[config.mk]
export PLATFORM = sky130hd
export DESIGN_NAME = flash_page_prog
export DESIGN_NICKNAME = d
export VERILOG_FILES = /design/src/rtl/fpp_pkg.sv /design/src/rtl/fpp_param_check.sv /design/src/rtl/fpp_stub_gen.sv /design/src/rtl/fpp_poll_timer.sv /design/src/rtl/flash_page_prog.sv
export SDC_FILE = /design/constraint.sdc
export NUM_CORES = 1
export LEC_CHECK = 0
export BUFFER_PORTS_ARGS = -buffer_cell sky130_fd_sc_hd__buf_2
export CORE_MARGIN = 1.5
export CORE_UTILIZATION = 35
export CTS_CLUSTER_SIZE = 30
export DETAILED_ROUTE_END_ITERATION = 12
export MAX_ROUTING_LAYER = met4
export PLACE_DENSITY_LB_ADDON = 0.12
export SLEW_MARGIN = 20
export SYNTH_ARGS = -nofsm -noshare
export SYNTH_HDL_FRONTEND = slang
export SYNTH_SLANG_ARGS = --single-unit
[constraint.sdc]
create_clock -name clk -period 10.7 [get_ports clk]
set_input_delay 1.07 -clock clk [delete_from_list [all_inputs] [get_ports clk]]
set_output_delay 1.07 -clock clk [all_outputs]
set_load 0.05 [all_outputs]
[src/rtl/fpp_pkg.sv]
package fpp_pkg;
  typedef enum logic [1:0] {
    OP_XWRITE = 2'd0,
    OP_SETPC  = 2'd1,
    OP_RESUME = 2'd2,
    OP_STATUS = 2'd3
  } fpp_op_e;

  localparam int PATCH_HI_OFS = 2;
  localparam int PATCH_WS_OFS = 25;

  // Constant stub image, generated arithmetically; offset 25 yields 0xDE.
  function automatic logic [7:0] stub_base_byte(input int k);
    return 8'((k * 47 + 71) & 255);
  endfunction
endpackage

[src/rtl/fpp_param_check.sv]
module fpp_param_check #(
  parameter int ADDR_W     = 17,
  parameter int ALIGN_LOG2 = 10
) (
  input  logic [ADDR_W-1:0] page_addr,
  input  logic [2:0]        word_size,
  output logic              params_ok,
  output logic [7:0]        hi_patch
);
  logic ws_legal;
  logic aligned;

  always_comb begin
    ws_legal  = (word_size == 3'd2) || (word_size == 3'd4);
    aligned   = (page_addr[ALIGN_LOG2-1:0] == '0);
    params_ok = ws_legal && aligned;
    // divide the page number by the word size: one extra shift for 4 bytes
    hi_patch  = 8'(page_addr >> ((word_size == 3'd4) ? 10 : 9)) & 8'h7E;
  end
endmodule

[src/rtl/fpp_stub_gen.sv]
module fpp_stub_gen
  import fpp_pkg::*;
#(
  parameter int STUB_LEN = 40,
  localparam int IDX_W   = $clog2(STUB_LEN)
) (
  input  logic [IDX_W-1:0] idx,
  input  logic [7:0]       hi_patch,
  input  logic [2:0]       word_size,
  output logic [7:0]       stub_byte
);
  always_comb begin
    if (int'(idx) == PATCH_HI_OFS)
      stub_byte = hi_patch;
    else if (int'(idx) == PATCH_WS_OFS)
      stub_byte = {5'b0, word_size};
    else
      stub_byte = stub_base_byte(int'(idx));
  end
endmodule

[src/rtl/fpp_poll_timer.sv]
module fpp_poll_timer #(
  parameter int MAX_POLLS = 1000,
  localparam int CNT_W    = $clog2(MAX_POLLS + 1)
) (
  input  logic clk,
  input  logic rst_n,
  input  logic clear,
  input  logic tick,
  output logic last
);
  logic [CNT_W-1:0] cnt;

  always_ff @(posedge clk) begin
    if (!rst_n || clear) cnt <= '0;
    else if (tick && !last) cnt <= cnt + 1'b1;
  end

  assign last = (cnt == CNT_W'(MAX_POLLS - 1));

  a_r8_cnt_range: assert property (@(posedge clk) disable iff (!rst_n)
    cnt < CNT_W'(MAX_POLLS));
endmodule

[src/rtl/flash_page_prog.sv]
module flash_page_prog
  import fpp_pkg::*;
#(
  parameter int ADDR_W     = 17,
  parameter int ALIGN_LOG2 = 10,
  parameter int BUF_BASE   = 16'hF000,
  parameter int PAGE_MAX   = 16'h0800,
  parameter int STUB_LEN   = 40,
  parameter int MAX_POLLS  = 1000,
  parameter int HALT_BIT   = 7
) (
  input  logic              clk,
  input  logic              rst_n,
  input  logic              start,
  input  logic [ADDR_W-1:0] page_addr,
  input  logic [2:0]        word_size,
  output logic              busy,
  output logic              done,
  output logic              error,
  output logic              req_valid,
  input  logic              req_ready,
  output logic [1:0]        req_op,
  output logic [15:0]       req_addr,
  output logic [7:0]        req_data,
  input  logic              rsp_valid,
  input  logic [7:0]        rsp_data
);
  localparam int          IDX_W     = $clog2(STUB_LEN);
  localparam logic [15:0] STUB_BASE = 16'(BUF_BASE + PAGE_MAX);

  typedef enum logic [2:0] {
    S_IDLE, S_LOAD, S_SETPC, S_RESUME, S_POLL, S_WAIT
  } state_e;

  state_e           state;
  logic [IDX_W-1:0] idx;
  logic [2:0]       ws_q;
  logic [7:0]       hi_q;
  logic             done_q, error_q;
  logic             params_ok;
  logic [7:0]       hi_patch;
  logic [7:0]       stub_byte;
  logic             poll_last;
  logic             fire, accept, halted, miss;

  fpp_param_check #(.ADDR_W(ADDR_W), .ALIGN_LOG2(ALIGN_LOG2)) u_check (
    .page_addr(page_addr), .word_size(word_size),
    .params_ok(params_ok), .hi_patch(hi_patch)
  );

  fpp_stub_gen #(.STUB_LEN(STUB_LEN)) u_stub (
    .idx(idx), .hi_patch(hi_q), .word_size(ws_q), .stub_byte(stub_byte)
  );

  assign accept = (state == S_IDLE) && start && params_ok;
  assign halted = rsp_data[HALT_BIT];
  assign miss   = (state == S_WAIT) && rsp_valid && !halted;

  fpp_poll_timer #(.MAX_POLLS(MAX_POLLS)) u_timer (
    .clk(clk), .rst_n(rst_n), .clear(accept), .tick(miss), .last(poll_last)
  );

  assign fire = req_valid && req_ready;

  always_ff @(posedge clk) begin
    if (!rst_n) begin
      state   <= S_IDLE;
      idx     <= '0;
      ws_q    <= '0;
      hi_q    <= '0;
      done_q  <= 1'b0;
      error_q <= 1'b0;
    end else begin
      done_q  <= 1'b0;
      error_q <= 1'b0;
      unique case (state)
        S_IDLE: if (start) begin
          if (params_ok) begin
            ws_q  <= word_size;
            hi_q  <= hi_patch;
            idx   <= '0;
            state <= S_LOAD;
          end else begin
            done_q  <= 1'b1;
            error_q <= 1'b1;
          end
        end
        S_LOAD: if (fire) begin
          if (idx == IDX_W'(STUB_LEN - 1)) state <= S_SETPC;
          else idx <= idx + 1'b1;
        end
        S_SETPC:  if (fire) state <= S_RESUME;
        S_RESUME: if (fire) state <= S_POLL;
        S_POLL:   if (fire) state <= S_WAIT;
        S_WAIT: if (rsp_valid) begin
          if (halted) begin
            done_q <= 1'b1;
            state  <= S_IDLE;
          end else if (poll_last) begin
            done_q  <= 1'b1;
            error_q <= 1'b1;
            state   <= S_IDLE;
          end else begin
            state <= S_POLL;
          end
        end
        default: state <= S_IDLE;
      endcase
    end
  end

  always_comb begin
    req_valid = 1'b0;
    req_op    = OP_XWRITE;
    req_addr  = '0;
    req_data  = '0;
    unique case (state)
      S_LOAD: begin
        req_valid = 1'b1;
        req_addr  = STUB_BASE + 16'(idx);
        req_data  = stub_byte;
      end
      S_SETPC: begin
        req_valid = 1'b1;
        req_op    = OP_SETPC;
        req_addr  = STUB_BASE;
      end
      S_RESUME: begin
        req_valid = 1'b1;
        req_op    = OP_RESUME;
      end
      S_POLL: begin
        req_valid = 1'b1;
        req_op    = OP_STATUS;
      end
      default: ;
    endcase
  end

  assign busy  = (state != S_IDLE);
  assign done  = done_q;
  assign error = error_q;

  a_r9_hold_stalled: assert property (@(posedge clk) disable iff (!rst_n)
    req_valid && !req_ready |=> req_valid && $stable(req_op) &&
                                $stable(req_addr) && $stable(req_data));
  a_r11_done_pulse: assert property (@(posedge clk) disable iff (!rst_n)
    done |=> !done);
  a_r11_error_with_done: assert property (@(posedge clk) disable iff (!rst_n)
    error |-> done);
  a_r1_misaligned_abort: assert property (@(posedge clk) disable iff (!rst_n)
    !busy && start && (page_addr[ALIGN_LOG2-1:0] != '0) |=> done && error && !busy);
  a_r2_bad_ws_abort: assert property (@(posedge clk) disable iff (!rst_n)
    !busy && start && !(word_size == 3'd2 || word_size == 3'd4) |=> done && error);
  a_r10_req_when_busy: assert property (@(posedge clk) disable iff (!rst_n)
    req_valid |-> busy);
  a_r7_rsp_known: assert property (@(posedge clk) disable iff (!rst_n)
    rsp_valid |-> !$isunknown(rsp_data));
endmodule

# Yosys cells after proc, flatten, opt, wreduce, memory -nomap -nowiden
# Cells that the tools add are included.
[totals]
reg_bits = 30
input_bits = 33
wordCells = 85
[op_classes]
addsub = 4
n_mul = 1
n_eq_ne = 20
shift = 1
n_mux = 32
n_reduce_logical = 20
[op_table]
columns = ["op", "n"]
rows = [
  ["16-bit one-hot mux with 2 select lines", 1],
  ["17-bit by 32-bit right shift with 7-bit output", 1],
  ["3-bit 2-to-1 mux", 10],
  ["6-bit 2-to-1 mux", 4],
  ["8-bit 2-to-1 mux", 3],
  ["2-bit != test, second input constant", 9],
  ["3-bit one-hot mux with 6 select lines", 1],
  ["12-bit by 7-bit adder with 13-bit output, first input constant", 1],
  ["6-bit == test, second input constant", 2],
  ["6-bit one-hot mux with 2 select lines", 1],
  ["10-bit by 1-bit adder with 10-bit output, second input constant", 1],
  ["10-bit == test, second input constant", 1],
  ["10-bit logical NOT", 1],
  ["3-bit by 2-bit == test with 1-bit output, second input constant", 3],
  ["3-bit == test, second input constant", 3],
  ["8-bit adder, second input constant", 1],
  ["6-bit by 6-bit multiplier with 8-bit output, second input constant", 1],
  ["1-bit 2-to-1 mux", 8],
  ["8-bit AND reduction", 1],
  ["1-bit logical AND", 7],
  ["6-bit by 1-bit adder with 6-bit output, second input constant", 1],
  ["6-bit by 3-bit == test with 1-bit output, second input constant", 1],
  ["2-bit one-hot mux with 3 select lines", 1],
  ["5-bit AND reduction", 1],
  ["10 further kinds", 14],
]

# Logic depth before layout (Yosys ltp)
# Gate-level depths: netlist of run 1.
[depth]
word_depth = 6
depth_mapped = 14
depth_no_buf = 14

# By module
# A second synthesis of run 1 with hierarchy kept.
[hier_totals]
hier_cells = 328
hier_area_um2 = 2702.6
[by_module_without_submodules]
columns = ["mod", "instances", "cells_per_inst", "area_per_inst_um2"]
rows = [
  ["flash_page_prog", 1, 162, 1218.7],
  ["fpp_stub_gen", 1, 98, 838.3],
  ["fpp_poll_timer", 1, 53, 505.5],
  ["fpp_param_check", 1, 15, 140.1],
]

# Least setup slack after synthesis of run 1
# Ideal clock, no wire load.
[synth_timing]
path_kind = "flip-flop to output port"
startpoint = "reg idx[2]"
endpoint = "out req_data[7]"
arrival_time_ps = 4228
path_slack_ps = 5402
stages_incl_launch_ff = 13
path_buffers = 0
path_cell_list = "dfxtp_1 inv_1 fa_1 inv_1 ha_1 fa_1 ha_1 ha_1 o21ai_0 a21oi_1 o21a_1 o21ai_0 nor3b_1"
[synth_between]
elab_chain_len = 5
word_cells_on_any_way = 7
cone_classes = "1 x add/sub; 1 x mul; 2 x eq/ne; 3 x mux"
[synth_rtl]
columns = ["item", "line", "source"]
rows = [
  ["start: declaration", "flash_page_prog.sv:36", "logic [IDX_W-1:0] idx;"],
  ["start signal: assignment", "flash_page_prog.sv:90", "else idx <= idx + 1'b1;"],
  ["6-bit by 6-bit multiplier with 8-bit output", "fpp_pkg.sv:14", "return 8'((k * 47 + 71) & 255);"],
  ["8-bit adder", "fpp_pkg.sv:14", ""],
  ["8-bit 2-to-1 mux", "fpp_stub_gen.sv:15", "else if (int'(idx) == PATCH_WS_OFS)"],
  ["8-bit 2-to-1 mux (*)", "fpp_stub_gen.sv:13", "if (int'(idx) == PATCH_HI_OFS)"],
  ["8-bit 2-to-1 mux (*)", "flash_page_prog.sv:117", "unique case (state)"],
  ["end: declaration", "flash_page_prog.sv:24", "output logic [7:0] req_data,"],
]
# Every way passes the cells marked *; elsewhere a longest branch is shown, timed or not.

# Worst setup path in the final report of run 1
# Same ends and word-level chain as after synthesis.

==> out/qor.txt, run 1 <==
Placed Cells - 434
root buf cell - clkbuf_8
Final setup viols - 0
total gr overflow - 0
Clock transition at path regs - 0.07 ns
area occupied by registers - 601 um^2
Buffers on Ports - 50
final std cells w/o fill - 442
Worst path max stage delay - 0.58 ns
post-synthesis mux area share - 3.84%
Clock Sinks - 30
GPL Wtd Cong - 0.764
via count - 2033
Total Wirelength - 5150 um
Post-synth EDFFs - 0
Avg Cell Area, Syn - 8.71 um^2
Setup Crit Path Kind - reg -> out
Seq cells post-synth - 30
DR pass1 iterations - 4
critical path buffer and inverter count - 3
FF-to-FF End - state[1]$_SDFFE_PN0P_
Final Hold Viols - 0
maximum VDD drop - 0.0459 mV
# DRC - 0
Die Ht - 89.3 um
CP max FO - 7
fmax - 0.192 GHz
core area - 7210 um^2
layout cell share with drive strength beyond 1 - 21.0%
nets - 410
drt wl/cell - 11.7 um
slowest CP cell - fa_1
worst reg2reg setup slack - 8.61 ns
Hold-fix buffers, CTS - 0
clock skew - 0.0143 ns
Synth Instances - 299
Hold Crit Class - reg -> reg
worst-path cell chain - inv_1 > fa_1 > inv_1 > ha_1 > fa_1 > ha_1 > ha_1 > o21ai_0 > a21oi_1 > o21a_1 > o21ai_0 > nor3b_1 > buf_2
post-synthesis cell area - 2600 um^2
post-route ant nets - 0
depth of the most critical reg-to-reg path - 6
number of gates resized after cts - 0
TNS Setup - 0 ns
yosys warns - 0
first-pass GRT wire length - 8780 um
Clock H-tree levels - 2
Util after Layout - 40.9%
worst r2r src - idx[0]$_SDFFE_PN0P_
Die X - 89.3 um
hold path startpoint - ws_q[0]$_SDFFE_PN0P_
fillcell total - 761
gr usage total - 14.6%
Critical Path Source Type - flop
Hold WS - 0.437 ns
CP arrival - 4.13 ns
kind of cell adding the most delay to the critical path - adder cells
power per cell area - 76.3 nW/um^2
Post-Synth XOR/XNOR Area - 8.74%
CP required - 9.63 ns
hold path depth - 2
ys flop type - dfxtp_1
simple-gate share of the synthesized area - 22.8%
most frequent CP cell - ha_1
P_leak - 0.00140 uW
RSZ-0062 raised after global routing - false
Area growth syn-to-layout - 13.3%
die area - 7970 um^2
CP Capture Type - output pin
area of the multi-input gates - 1780 um^2
initial antenna violation count - 0
Power, Total - 225 uW
Synth cell types - 54
post-synthesis compound-gate area fraction - 12.7%
relative slew slack - 56.2%
drt via density - 4.60
share of flip-flops with an asynchronous set or reset - 0%
status - finished, final reports clean
clk_lat worst skew - 0.28 ns
CTS tree - yes
# diodes - 0
Hold Path End - ws_q[0]$_SDFFE_PN0P_
Seq/Total Area, Yosys - 23.1%
clk buf depth - 2
Adder-Cell Fraction of Synth Area - 19.4%
Setup Buffers After CTS - 0
Period minus WS final - 5.20 ns
Slew Viols, Final - 0
I/O pins - 63
vias in the first global route - 1883
Slew @ Worst Pin - 0.656 ns
dominant combinational cell family by area after synthesis - simple AND/OR/NAND/NOR gates
total CTS buffers - 5
number of max-cap violations - 0
DRT iter0 DRCs - 58
largest net degree at the start of global routing - 18
Cell Rows - 31
DPL Wire Length - 4060 um
Final period util - 48.6%
Starting Density - 36.1%
## cells in the mapped netlist, drive strengths merged, types with 2 or more instances
master / instances / area share, %
mux2i: 10 / 3.8
xor2: 7 / 2.4
a21oi: 9 / 1.7
and2: 2 / 0.48
a211oi: 2 / 0.58
nand2: 24 / 3.5
o21bai: 2 / 0.58
o211a: 6 / 2.3
buf: 16 / 5.0
fa: 9 / 6.9
nor3b: 3 / 1.5
nand2b: 3 / 0.72
nor2b: 2 / 0.48
nor4: 4 / 1.8
inv: 28 / 4.0
nand4b: 4 / 1.9
a21boi: 3 / 0.86
o21a: 2 / 0.58
clkbuf: 2 / 0.29
a22oi: 2 / 0.58
nor2: 37 / 5.6
dfxtp: 30 / 23
o21ai: 11 / 2.5
nand4: 2 / 0.72
nand3: 10 / 1.9
nor3: 6 / 1.9
and4: 2 / 0.67
and3: 3 / 0.72
ha: 26 / 12
xnor2: 19 / 6.4
## registers in the layout, summed over array words and instances, names as in the netlist
| signal | cells |
|---|---|
| state | 3 |
| error | 1 |
| hi_q | 6 |
| ws_q | 3 |
| done | 1 |
| idx | 6 |
| u_timer.cnt | 10 |
## area by class of cell
type | count | share of cell area [%]
clock buffers | 6 | 2.80
flip-flops and latches | 30 | 20.3
inverters | 28 | 3.56
multi-input cells | 227 | 60.2
clock inverters | 2 | 0.424
repair buffers | 50 | 8.48
well taps | 99 | 4.20
## metal layers
metal  vias up  GRT usage (%)  wire, um
met5         -              -         0
met4         0           3.36        40
met3         5           3.32       151
met2        29           23.4      2410
met1       918           18.8      2550
li1       1081              -         -
## how the worst max path moves through the flow
stage / endpoint / cells after the start / start
after CTS: req_data[7] / 13 / idx[2]$_SDFFE_PN0P_
after global routing: req_data[7] / 15 / idx[2]$_SDFFE_PN0P_
after detailed placement: req_data[7] / 15 / idx[1]$_SDFFE_PN0P_
final: req_data[7] / 13 / idx[2]$_SDFFE_PN0P_
after global placement: req_data[7] / 13 / idx[2]$_SDFFE_PN0P_
after floorplan: req_data[7] / 12 / idx[2]$_SDFFE_PN0P_
## cell families after synthesis
logic type	count (synthesis)
and+or+nand+nor	105
AOI/OAI and AO/OA	46
buffers and inverters	46
adders and majority gates	35
DFF	30
xor gates and xnor gates	26
muxes	10
other	1
## power by group
| part | internal (uW) | switching (uW) |
|---|---|---|
| sequential | 112 | 0.0752 |
| clock | 51.6 | 43.1 |
| combinational | 6.00 | 12.4 |
## tightest hold or removal path, stage by stage (launching register included)
cell and delay, ns:
dfxtp_1 0.31, inv_1 0.05, nor2_1 0.03
## per-stage QoR
step | instance area (um^2) | worst slack [ns]
6_report | 2950 | 5.50
5_1_grt | 2950 | 5.30
4_1_cts | 2950 | 5.47
3_5_place_dp | 2860 | 5.84
3_3_place_gp | 2860 | 5.84
2_1_floorplan | 2620 | 5.40
## layout by cell type, fill, tap and decap left out, types with 10 or more instances in the layout
master   synthesis  final
o21ai_0         10     10
inv_1           28     28
xnor2_1         19     19
nand3_1         10     10
dfxtp_1         30     30
ha_1            26     26
nand2_1         24     24
nor2_1          36     36
buf_2            2     50
mux2i_1         10     10
(Power assumes the default switching activity.)
==> inputs of run 2 (changes only) <==
==> constraint.sdc (replaced) <==
create_clock -name clk -period 4.3 [get_ports clk]
set_input_delay 0.43 -clock clk [delete_from_list [all_inputs] [get_ports clk]]
set_output_delay 0.43 -clock clk [all_outputs]
set_load 0.05 [all_outputs]
==> out/qor.txt, run 2 (synthesized netlist as in run 1, its figures left out) <==
maximum VDD drop - 0.0784 mV
Setup WS pre-CTS - 0.227 ns
TNS Setup - 0 ns
Largest Register - u_timer.cnt
die area - 7970 um^2
total gr overflow - 0
Worst path max stage delay - 0.53 ns
DR pass1 iterations - 4
Setup Crit Path Kind - reg -> out
Die Ht - 89.3 um
kind of cell adding the most delay to the critical path - adder cells
Largest regs - u_timer.cnt x10, hi_q x6, idx x6
P_leak - 0.00143 uW
CP required - 3.87 ns
status - finished, final reports clean
Final period util - 94.8%
Starting Density - 36.1%
DRT iter0 DRCs - 34
commonest non-fill, non-tap cell in the layout - buf_2
vias in the first global route - 2034
Clock H-tree levels - 2
Clock Sinks - 30
fillcell total - 766
Placed Cells - 439
Area growth syn-to-layout - 16.9%
critical path buffer and inverter count - 5
gr usage total - 15.4%
initial antenna violation count - 0
Hold Crit Class - in -> reg
Slew @ Worst Pin - 0.628 ns
GR Layer Usage met1 - 18.9%
Die X - 89.3 um
GRT Max-Usage Layer - met2
largest net degree at the start of global routing - 18
Period minus WS final - 4.08 ns
# DRC - 0
CP arrival - 3.65 ns
CP Capture Type - output pin
Total Wirelength - 5360 um
Critical Path Source Type - flop
worst reg2reg setup slack - 2.19 ns
met2 global-route usage - 25.1%
power per cell area - 188 nW/um^2
nets - 416
total CTS buffers - 5
drt wl/cell - 12.0 um
first-pass GRT wire length - 9230 um
final std cells w/o fill - 448
DPL Wire Length - 4150 um
Cell Rows - 31
hold path startpoint - word_size[2]
root buf cell - clkbuf_8
I/O pins - 63
clk_lat worst skew - 0.29 ns
most frequent cells in the layout - buf_2, nor2_1, dfxtp_1
Final setup viols - 0
Slew Viols, Final - 0
# diodes - 0
Final Hold Viols - 0
clock skew - 0.00440 ns
number of max-cap violations - 0
worst-path cell chain - inv_4 > fa_1 > inv_1 > ha_1 > inv_1 > fa_1 > inv_1 > ha_1 > ha_1 > o21ai_0 > a21oi_1 > o21a_1 > o21ai_0 > nor3b_2 > buf_6
fmax - 0.245 GHz
max reg flops - 10
FF-to-FF End - state[1]$_SDFFE_PN0P_
Hold WS - 0.421 ns
post-route ant nets - 0
GR Util met3 - 3.79%
RSZ-0062 raised after global routing - false
clk buf depth - 2
min setup slack post-route - 0.223 ns
Hold Path End - ws_q[2]$_SDFFE_PN0P_
depth of the most critical reg-to-reg path - 7
Hold-fix buffers, CTS - 0
Buffers on Ports - 50
Clock transition at path regs - 0.07 ns
layout cell share with drive strength beyond 1 - 25.2%
GPL Wtd Cong - 0.773
CP max FO - 7
via count - 2108
core area - 7210 um^2
CTS tree - yes
drt via density - 4.71
hold path depth - 3
relative slew slack - 58.1%
slowest CP cell - fa_1
worst r2r src - idx[0]$_SDFFE_PN0P_
-- run 2: cell types whose count changed in the layout (fill, tap and decap cells not counted), sizes merged --
cell / before / now
clkbuf: 6 / 7
buf: 50 / 55
-- run 2: tightest hold or removal path: cells and delay by family --
| kind | cells | cell delay [ns] |
|---|---|---|
| buf+inv | 1 | 0.11 |
| compound gates | 1 | 0.07 |
| simple gates | 1 | 0.05 |
-- run 2: per-stage QoR --
stage	util [%]	area, um^2	total power [uW]
floorplan	-	2630	317
global placement	40.2	2900	331
detailed placement	40.2	2900	332
CTS	41.5	3000	583
global route	42.2	3040	601
finish	42.2	3040	572
-- run 2: cell type report --
cell class                 instances  area (um^2)  share of cell area [%]
clock buffer                       6         82.6                    2.71
inverter                          28          108                    3.53
timing repair buffer              56          304                    9.99
multi-input combinational        227         1810                    59.4
tap                               99          124                    4.07
sequential                        30          607                    19.9
clock inverter                     2         12.5                   0.411
-- run 2: how the worst max path moves through the flow --
stage	from	to	slack (ns)	cells past startpoint
after floorplan	idx[1]$_SDFFE_PN0P_	req_data[6]	0.11	14
after global placement	idx[3]$_SDFFE_PN0P_	req_data[7]	0.26	15
after detailed placement	idx[3]$_SDFFE_PN0P_	req_data[7]	0.23	15
after CTS	idx[3]$_SDFFE_PN0P_	req_data[7]	0.009	15
after global routing	idx[3]$_SDFFE_PN0P_	req_data[7]	0.005	15
final	idx[3]$_SDFFE_PN0P_	req_data[7]	0.22	15
-- run 2: power by group --
group	internal (uW)	total (uW)	switching, uW
clock network	129	247	119
logic	14.9	46.0	31.1
registers	278	278	0.247
-- run 2: routing by layer --
layer,part of all wire [%],wire length [um]
met1,49,2620
met2,46,2490
met3,3.4,182
met4,1.2,65
met5,0,0
-- run 2: what timing repair did --
action / in CTS / in global routing
pin swaps: 0 / 3
setup buffers: 0 / 1
setup endpoints to repair: 1 / 3
resized for setup: 2 / 12
